<file path="config.mk">
export PLATFORM = sky130hd
export DESIGN_NAME = phy_rstpd_ctrl
export DESIGN_NICKNAME = d
export VERILOG_FILES = /design/src/rtl/phy_rstpd_pkg.sv /design/src/rtl/phy_rst_sync.sv /design/src/rtl/phy_swrst_timer.sv /design/src/rtl/phy_cfg_regs.sv /design/src/rtl/phy_rstpd_ctrl.sv
export SDC_FILE = /design/constraint.sdc
export NUM_CORES = 1
export LEC_CHECK = 0
export BUFFER_PORTS_ARGS = -buffer_cell sky130_fd_sc_hd__clkbuf_2
export CAP_MARGIN = 40
export CORE_ASPECT_RATIO = 0.9
export CORE_MARGIN = 4
export CORE_UTILIZATION = 40
export CTS_CLUSTER_DIAMETER = 50
export DETAILED_ROUTE_END_ITERATION = 8
export GPL_ROUTABILITY_DRIVEN = 0
export PLACE_DENSITY = 0.68
export SYNTH_ARGS = -nofsm -noshare
export SYNTH_HDL_FRONTEND = slang
export SYNTH_SLANG_ARGS = --single-unit
</file>
<file path="constraint.sdc">
create_clock -name clk -period 3.5 [get_ports clk]
set_input_delay 0 -clock clk [delete_from_list [all_inputs] [get_ports clk]]
set_output_delay 0 -clock clk [all_outputs]
set_load 0.005 [all_outputs]
</file>
<file path="src/rtl/phy_rstpd_pkg.sv">
package phy_rstpd_pkg;

  typedef struct packed {
    logic spd;   // 1 = 100 Mb/s
    logic an;    // auto-negotiation enable
    logic pd;    // software power-down
    logic dup;   // 1 = full duplex
  } ctrl_t;

  typedef enum logic [2:0] {
    MODE_AUTO  = 3'd0,
    MODE_100FD = 3'd1,
    MODE_100HD = 3'd2,
    MODE_10FD  = 3'd3,
    MODE_10HD  = 3'd4
  } link_mode_e;

  localparam int CTRL_ADDR = 0;
  localparam int ADV_ADDR  = 4;
  localparam logic [4:0] ADV_SELECTOR = 5'b00001;

  function automatic logic [15:0] ctrl_word(input logic busy, input ctrl_t c);
    logic [15:0] w;
    w = '0;
    w[15] = busy;
    w[13] = c.spd;
    w[12] = c.an;
    w[11] = c.pd;
    w[8]  = c.dup;
    return w;
  endfunction

  function automatic logic [15:0] adv_word(input logic [3:0] abil);
    return {7'b0, abil, ADV_SELECTOR};
  endfunction

  function automatic ctrl_t ctrl_from_word(input logic [15:0] w);
    ctrl_t c;
    c.spd = w[13];
    c.an  = w[12];
    c.pd  = w[11];
    c.dup = w[8];
    return c;
  endfunction

  function automatic link_mode_e forced_mode(input ctrl_t c);
    if (c.an) return MODE_AUTO;
    case ({c.spd, c.dup})
      2'b11:   return MODE_100FD;
      2'b10:   return MODE_100HD;
      2'b01:   return MODE_10FD;
      default: return MODE_10HD;
    endcase
  endfunction

endpackage

</file>
<file path="src/rtl/phy_rst_sync.sv">
module phy_rst_sync #(
  parameter int STAGES = 2
) (
  input  logic clk,
  input  logic hw_rst_n,
  output logic rst_active
);
  logic [STAGES-1:0] sync_q;

  always_ff @(posedge clk or negedge hw_rst_n) begin
    if (!hw_rst_n) sync_q <= '0;
    else           sync_q <= {sync_q[STAGES-2:0], 1'b1};
  end

  assign rst_active = ~sync_q[STAGES-1];
endmodule

</file>
<file path="src/rtl/phy_swrst_timer.sv">
module phy_swrst_timer #(
  parameter int SWRST_CYCLES = 16,
  localparam int CNT_W = (SWRST_CYCLES < 2) ? 1 : $clog2(SWRST_CYCLES)
) (
  input  logic clk,
  input  logic hw_rst_n,
  input  logic rst_active,
  input  logic start,
  output logic busy
);
  logic [CNT_W-1:0] cnt_q;

  always_ff @(posedge clk or negedge hw_rst_n) begin
    if (!hw_rst_n) begin
      busy  <= 1'b0;
      cnt_q <= '0;
    end else if (rst_active) begin
      busy  <= 1'b0;
      cnt_q <= '0;
    end else if (start) begin
      busy  <= 1'b1;
      cnt_q <= CNT_W'(SWRST_CYCLES - 1);
    end else if (busy) begin
      if (cnt_q == '0) busy <= 1'b0;
      else             cnt_q <= cnt_q - 1'b1;
    end
  end
endmodule

</file>
<file path="src/rtl/phy_cfg_regs.sv">
module phy_cfg_regs
  import phy_rstpd_pkg::*;
#(
  parameter int ADDR_W = 5
) (
  input  logic              clk,
  input  logic              hw_rst_n,
  input  logic              rst_active,
  input  logic              strap_speed100,
  input  logic              strap_full_dup,
  input  logic              strap_an_en,
  input  logic [3:0]        strap_abil,
  input  logic              wr_ok,
  input  logic [ADDR_W-1:0] addr,
  input  logic [15:0]       wdata,
  input  logic              swrst_busy,
  input  logic              swrst_start,
  output ctrl_t             ctrl,
  output logic [3:0]        abil
);
  ctrl_t      shadow_ctrl;
  logic [3:0] shadow_abil;
  logic       wr_ctrl, wr_adv;

  assign wr_ctrl = wr_ok && (addr == ADDR_W'(CTRL_ADDR)) && !swrst_busy;
  assign wr_adv  = wr_ok && (addr == ADDR_W'(ADV_ADDR))  && !swrst_busy;

  always_ff @(posedge clk or negedge hw_rst_n) begin
    if (!hw_rst_n) begin
      ctrl        <= '0;
      abil        <= '0;
      shadow_ctrl <= '0;
      shadow_abil <= '0;
    end else if (rst_active) begin
      ctrl.spd        <= strap_speed100;
      ctrl.an         <= strap_an_en;
      ctrl.pd         <= 1'b0;
      ctrl.dup        <= strap_full_dup;
      abil            <= strap_abil;
      shadow_ctrl.spd <= strap_speed100;
      shadow_ctrl.an  <= strap_an_en;
      shadow_ctrl.pd  <= 1'b0;
      shadow_ctrl.dup <= strap_full_dup;
      shadow_abil     <= strap_abil;
    end else if (swrst_start) begin
      ctrl <= shadow_ctrl;
      abil <= shadow_abil;
    end else begin
      if (wr_ctrl) ctrl <= ctrl_from_word(wdata);
      if (wr_adv)  abil <= wdata[8:5];
    end
  end
endmodule

</file>
<file path="src/rtl/phy_rstpd_ctrl.sv">
module phy_rstpd_ctrl
  import phy_rstpd_pkg::*;
#(
  parameter int ADDR_W       = 5,
  parameter int SWRST_CYCLES = 16,
  parameter int SYNC_STAGES  = 2
) (
  input  logic              clk,
  input  logic              hw_rst_n,
  input  logic              strap_speed100,
  input  logic              strap_full_dup,
  input  logic              strap_an_en,
  input  logic [3:0]        strap_abil,
  input  logic              hw_pwrdn,
  input  logic [ADDR_W-1:0] reg_addr,
  input  logic [15:0]       reg_wdata,
  input  logic              reg_wr,
  input  logic              reg_rd,
  output logic [15:0]       reg_rdata,
  output logic              port_en,
  output logic              clk_en,
  output logic              out_en,
  output logic              pull_dis,
  output logic              link_forced,
  output logic              link_speed100,
  output logic              link_full_dup,
  output logic              an_start
);
  // named internal events (observed by the bound checker)
  logic       rst_active;
  logic       swrst_busy;
  logic       swrst_start;
  logic       wr_ok;
  logic       an_run_q;
  logic       ctrl_spd;
  logic       an_en;
  ctrl_t      ctrl;
  logic [3:0] abil;
  link_mode_e mode;

  phy_rst_sync #(.STAGES(SYNC_STAGES)) u_sync (
    .clk(clk), .hw_rst_n(hw_rst_n), .rst_active(rst_active)
  );

  assign wr_ok       = reg_wr && !hw_pwrdn && !rst_active;
  assign swrst_start = wr_ok && (reg_addr == ADDR_W'(CTRL_ADDR)) && reg_wdata[15];

  phy_swrst_timer #(.SWRST_CYCLES(SWRST_CYCLES)) u_timer (
    .clk(clk), .hw_rst_n(hw_rst_n), .rst_active(rst_active),
    .start(swrst_start), .busy(swrst_busy)
  );

  phy_cfg_regs #(.ADDR_W(ADDR_W)) u_regs (
    .clk(clk), .hw_rst_n(hw_rst_n), .rst_active(rst_active),
    .strap_speed100(strap_speed100), .strap_full_dup(strap_full_dup),
    .strap_an_en(strap_an_en), .strap_abil(strap_abil),
    .wr_ok(wr_ok), .addr(reg_addr), .wdata(reg_wdata),
    .swrst_busy(swrst_busy), .swrst_start(swrst_start),
    .ctrl(ctrl), .abil(abil)
  );

  assign ctrl_spd = ctrl.spd;
  assign an_en    = ctrl.an;
  assign mode     = forced_mode(ctrl);

  // power control
  assign clk_en   = !hw_pwrdn;
  assign out_en   = !hw_pwrdn;
  assign pull_dis = hw_pwrdn;
  assign port_en  = !rst_active && !hw_pwrdn && !ctrl.pd && !swrst_busy;

  // link mode outputs
  assign link_forced   = port_en && (mode != MODE_AUTO);
  assign link_speed100 = link_forced && (mode == MODE_100FD || mode == MODE_100HD);
  assign link_full_dup = link_forced && (mode == MODE_100FD || mode == MODE_10FD);

  // auto-negotiation start: rising edge of "port enabled with AN on"
  always_ff @(posedge clk or negedge hw_rst_n) begin
    if (!hw_rst_n) an_run_q <= 1'b0;
    else           an_run_q <= port_en && ctrl.an;
  end
  assign an_start = port_en && ctrl.an && !an_run_q;

  // read port
  always_comb begin
    reg_rdata = '0;
    if (reg_rd && !hw_pwrdn) begin
      if (reg_addr == ADDR_W'(CTRL_ADDR))     reg_rdata = ctrl_word(swrst_busy, ctrl);
      else if (reg_addr == ADDR_W'(ADV_ADDR)) reg_rdata = adv_word(abil);
    end
  end
endmodule

</file>
After elaboration in Yosys (flattened, before gate mapping)
Index checks and enable logic that the tools add are counted.
W data, S select, Z words.
Storage, ports and cells
  register bits: 23
  bits in latches: 0
  memory bits (writable): 0
  memory bits (read-only): 0
  output and inout port bits: 24
  memories kept: 0
Operators by class
  add/sub/neg operators: 1
  multipliers: 0
  div/mod/pow operators: 0
  magnitude comparators: 0
  equal/unequal tests: 11
  shift-type cells: 0
  muxes and demuxes: 21
  bitwise gates (word level): 0
  reductions and logical operators: 26
Operator list (number)
  $mux W4: 10
  $mux W16: 2
  $logic_and A1 B1 Y1: 16
  $mux W9: 1
  $ne A3 B2 Y1 const B: 3
  $pmux W3 S3: 1
  $eq A3 B2 Y1 const B: 2
  $mux W3: 2
  $eq A5 B3 Y1 const B: 1
  $logic_not A5 Y1: 1
  $mux W1: 5
  $eq A2 B2 Y1 const B: 2
  $logic_not A1 Y1: 4
  $logic_not A4 Y1: 1
  $sub A4 B1 Y4 const B: 1
  $eq A3 B1 Y1 const B: 1
  $ne A3 B3 Y1 const B: 1
  $reduce_bool A3 Y1: 1
  $eq A2 B1 Y1 const B: 1
  $logic_or A1 B1 Y1: 2
  $reduce_and A2 Y1: 1

Depth between registers and ports, before layout
  word-level depth: 8
  mapped depth: 5
  gate-level depth less buffers: 5

Cells and area by module
Synthesis repeated with hierarchy kept, for this count alone.
Second synthesis, totals
  cells, all modules: 149
  area total of the unflattened synthesis: 1450.1 sq um
By module, submodules not included
  phy_cfg_regs: instances 1, cells each 71, area each 745.7 sq um
  phy_rstpd_ctrl: instances 1, cells each 47, area each 384.1 sq um
  phy_swrst_timer: instances 1, cells each 27, area each 262.8 sq um
  phy_rst_sync: instances 1, cells each 4, area each 57.6 sq um

Worst setup path after synthesis
Ideal clock, no wire load.
  path type: in2reg
  start: input reg_addr[4]
  end: register u_regs.abil[0]
  data arrival time: 1.456 ns
  data required time: 3.378 ns
  slack: 1.923 ns
  cell stages on the path: 4
  buffers on the path: 1
  cell sequence: or4_1 clkbuf_1 o41a_1 a2111oi_1
Between the ends
  longest elaborated chain between the ends: 5
Ends and longest elaborated chain
  start, declared: line phy_rstpd_ctrl.sv:15  | input logic [ADDR_W-1:0] reg_addr,
  $logic_not A5 Y1: line phy_rstpd_ctrl.sv:46  | assign swrst_start = wr_ok && (reg_addr == ADDR_W'(CTRL_ADDR)) && reg_wdata[15];
  $logic_and A1 B1 Y1 (2 in a row): line phy_rstpd_ctrl.sv:46
  $mux W4: line phy_cfg_regs.sv:45  | end else if (swrst_start) begin
  $mux W4: line phy_cfg_regs.sv:34  | end else if (rst_active) begin
  end signal, assigned: line phy_cfg_regs.sv:39  | abil <= strap_abil;
  end signal, assigned: line phy_cfg_regs.sv:47  | abil <= shadow_abil;
  end signal, assigned: line phy_cfg_regs.sv:50  | if (wr_adv) abil <= wdata[8:5];
  end, declared: line phy_cfg_regs.sv:19  | output logic [3:0] abil
Parallel ways exist; a longest one is shown, timed or not.
A chain may end at the register's enable or synchronous reset.

Worst setup path after layout
  start: register u_sync.sync_q[1]
  end: output an_start
Between the ends
  longest elaborated chain between the ends: 5
Ends and longest elaborated chain
  start, declared: line phy_rst_sync.sv:8  | logic [STAGES-1:0] sync_q;
  start signal, assigned: line phy_rst_sync.sv:12  | else sync_q <= {sync_q[STAGES-2:0], 1'b1};
  $logic_and A1 B1 Y1 (3 in a row): line phy_rstpd_ctrl.sv:70  | assign port_en = !rst_active && !hw_pwrdn && !ctrl.pd && !swrst_busy;
  $logic_and A1 B1 Y1 (2 in a row): line phy_rstpd_ctrl.sv:82  | assign an_start = port_en && ctrl.an && !an_run_q;
  end, declared: line phy_rstpd_ctrl.sv:27  | output logic an_start
No other way between the ends.

==> results.rst <==
.. list-table::
   :header-rows: 1

   * - Metric
     - Value
   * - Overall power consumption
     - 0.5551 mW
   * - CTS hold repair buffers
     - 8
   * - Clock latency reported for the late side of the worst-skew pair
     - 0.27 ns
   * - Worst Path Max Fanout
     - 23
   * - Max_slew headroom
     - 0.4535
   * - Yosys top cell by area
     - dfrtp_1
   * - Synthesized area
     - 1426 um2
   * - Root Driver
     - clkbuf_8
   * - Inserted Clock Buffers
     - 3
   * - Count of clock tree sinks
     - 23
   * - Via count of the first global-routing pass
     - 1329
   * - Max IR drop VDD
     - 0.1610 mV
   * - Row Count
     - 20
   * - Maximum achievable frequency
     - 403.6 MHz
   * - Initial antenna violation count
     - 0
   * - Data arrival time of the critical path
     - 2.48 ns
   * - Final Skew
     - 0.003356 ns
   * - DP Wirelength
     - 2.545 mm
   * - Area share of the leading cell type in the synthesized netlist
     - 0.4035
   * - Syn-to-layout area delta
     - 22.11%
   * - Overall overflow remaining after global route
     - 0
   * - Setup violation total in the final timing report
     - 0
   * - First element of the critical path
     - u_sync.sync_q[1]
   * - Total number of vias
     - 1270
   * - Final TNS setup
     - 0 ns
   * - Switching part of the total power
     - 0.2715
   * - WS Path Type
     - reg -> out
   * - Worst min-delay path class
     - in -> reg
   * - Startpoint kind of the worst setup timing path
     - register
   * - Port-buffer cells
     - 41
   * - Average vias per placed instance
     - 5.314
   * - Mean Syn Cell Area
     - 9.323 um2
   * - Sw Pwr
     - 0.1507 mW
   * - Power density over cell area
     - 318.7 nW/um2
   * - Distinct cell type count of the synthesized netlist
     - 37
   * - Post CTS Setup Buffer Count
     - 0
   * - Final Routed Wirelength
     - 3.448 mm
   * - Fin. Hold Viols
     - 0
   * - Setup repair after global routing missed its margin
     - false
   * - CTS HTree Levels
     - 1
   * - Power Internal
     - 0.4044 mW
   * - Termination of the worst setup path
     - an_start
   * - Initial Util
     - 0.4191
   * - Count of pins over their slew limit
     - 0
   * - Wire length of the first global-routing pass
     - 5.934 mm
   * - Slew at the pin closest to its max-slew limit
     - 0.8083 ns
   * - I/O Pins
     - 57
   * - Worst path required time
     - 3.50 ns
   * - R2R Path Start
     - u_sync.sync_q[1]
   * - Seq cells post-synth
     - 23
   * - Drc violations
     - 0
   * - Number of gates resized after CTS
     - 0
   * - Synth Warn #
     - 0
   * - Crit path capture type
     - output port
   * - Max-capacitance violation count
     - 0
   * - Footprint of the multi-input gates
     - 726.9 um2
   * - Register area
     - 575.6 um2
   * - Worst r2r path cells
     - 3
   * - Top post-synthesis cells by area
     - dfrtp_1 (40%), buf_4 (4.7%), mux2_2 (3.9%), ha_1 (3.5%), nor4_1 (3.5%)
   * - Portion of total power attributed to the clock network
     - 0.306
   * - Overall routing resource usage
     - 0.1586
   * - Fraction of final layout cells sized beyond drive strength 1
     - 0.2872
   * - Antenna cells
     - 0
   * - TritonCTS clock tree
     - built
   * - Portion of total power attributed to sequential cells
     - 0.535
   * - Worst hold-check slack
     - 0.05805 ns
   * - Final cell utilization of the core
     - 0.5118
   * - Final worst path period share
     - 0.7080
   * - WL/cell
     - 14.43 um
   * - Fraction of the yosys area taken by sequential cells
     - 0.4035
   * - Pre-Repair DR Iteration Count
     - 4
   * - Comb power frac
     - 0.159
   * - Number of fill cells in the layout
     - 346
   * - Final Net Count
     - 233
   * - Final standard cell area without fillers
     - 1742 um2
   * - Buffers from clock root to sink, at most
     - 2
   * - DRT iter0 DRCs
     - 53
   * - Register-to-register setup slack
     - 1.37 ns
   * - Final critical delay including setup and external delays
     - 2.478 ns
   * - Core Footprint
     - 3403 um2
   * - Die boundary width
     - 70.95 um
   * - Outcome
     - finished, final reports clean
   * - Post-detailed-placement cell area
     - 1615 um2
   * - Antenna Nets Post-Route
     - 0
   * - LEAKAGE
     - 0.8136 nW
   * - Chip height
     - 64.65 um
   * - Reg-to-Reg End
     - u_regs.abil[0]
   * - Full die area
     - 4587 um2
   * - Synthesized netlist cell count
     - 153
   * - Maximum number of pins on one net before global-route repair
     - 24
   * - Clk slew on worst S/H paths
     - 0.09 ns
==> power groups by stage <==
stage | clock network [mW] | registers [mW] | logic, mW
after CTS | 0.172 | 0.297 | 0.0893
final | 0.170 | 0.297 | 0.0883
after global routing | 0.187 | 0.299 | 0.0997
after global placement | 0 | 0.301 | 0.0784
after detailed placement | 0 | 0.302 | 0.0816
after floorplan | 0 | 0.295 | 0.0576
==> layout by cell type, fill, tap and decap left out, drive strengths merged, types with 2 or more instances in the layout <==
master and instances:
clkbuf 44, dfrtp 23, inv 12, nor2 9
nand2 9, nor4 8, conb 8, dlygate4sd3 8
and2 7, nor3 7, mux2 5, nand2b 4
a21oi 4, o41ai 4, a31oi 4, ha 4
or4 3, or3b 3, a2111oi 3, nand3b 2
nor2b 2, a2111o 2, nand4b 2, o41a 2
o31a 2
==> cells by family after synthesis <==
kind of cell	count (synthesis)	share of synthesized area
AOI/OAI and AO/OA	28	0.1640
xor gates and xnor gates	1	0.006141
adders and majority gates	4	0.03509
buffers and inverters	30	0.1026
DFF	23	0.4035
muxes	6	0.04649
other	2	0.005265
and+or+nand+nor	59	0.2368
==> registers in the layout, indices dropped and copies added (netlist names) <==
register,flops
u_regs.ctrl,4
u_timer.busy,1
u_regs.abil,4
u_sync.sync_q,2
an_run_q,1
u_regs.shadow_ctrl,3
u_regs.shadow_abil,4
u_timer.cnt_q,4
==> worst max-delay path, cell delays in order (launching register included) <==
cell and delay, ns:
dfrtp_1 0.83, inv_1 0.25, or4_1 0.64, inv_1 0.10, and2_1 0.13, nor2b_1 0.13, clkbuf_2 0.12
==> final cells by class <==
class / instances / area share
clock buffers: 3 / 0.02371
clock inverters: 1 / 0.002874
inverters: 12 / 0.02586
multi-input cells: 106 / 0.4174
flip-flops and latches: 23 / 0.3305
well taps: 44 / 0.03161
repair buffers: 50 / 0.1681
==> worst min-delay path by stage <==
stage,end,start,slack (ns),cells after the start
after detailed placement,u_regs.abil[1],hw_rst_n,0.03,1
after CTS,u_regs.ctrl[1],reg_wdata[15],0.06,2
after floorplan,an_run_q,hw_rst_n,-0.30,0
final,u_regs.ctrl[1],reg_wdata[15],0.06,2
after global routing,u_regs.ctrl[1],reg_wdata[15],0.09,2
after global placement,u_regs.shadow_ctrl[3],hw_rst_n,0.03,1
==> cells in the mapped netlist <==
cell type,n
a2111o_1,2
a2111oi_1,3
a21bo_2,1
a21oi_1,4
a221o_1,1
a22o_1,1
a31o_2,1
a31oi_1,4
and2_1,7
buf_4,9
clkbuf_1,9
conb_1,2
dfrtp_1,23
ha_1,4
inv_1,12
mux2_2,5
mux2i_1,1
nand2_1,9
nand2b_1,4
nand3b_1,2
nand4b_1,2
nor2_1,9
nor2b_1,2
nor3_1,7
nor3b_1,1
nor4_1,8
nor4b_1,1
o211ai_1,1
o311ai_0,1
o31a_1,2
o31ai_1,1
o41a_1,2
o41ai_1,4
or3_1,1
or3b_2,3
or4_1,3
xor2_1,1
==> metal layers <==
layer | vias up | routed length [um] | global-route usage
met3 | 6 | 186 | 0.03411
met5 | - | 0 | 0
li1 | 624 | - | -
met2 | 41 | 1631 | 0.2662
met1 | 599 | 1586 | 0.2025
met4 | 0 | 43 | 0.05164
==> through the flow <==
step                      worst slack (ns)  cells
after floorplan                      1.923    159
after global placement               1.377    227
after detailed placement             1.322    227
after CTS                            1.025    239
after global routing                0.7966    239
final                                1.022    239
No activity file was read; power rests on OpenSTA's default activity.
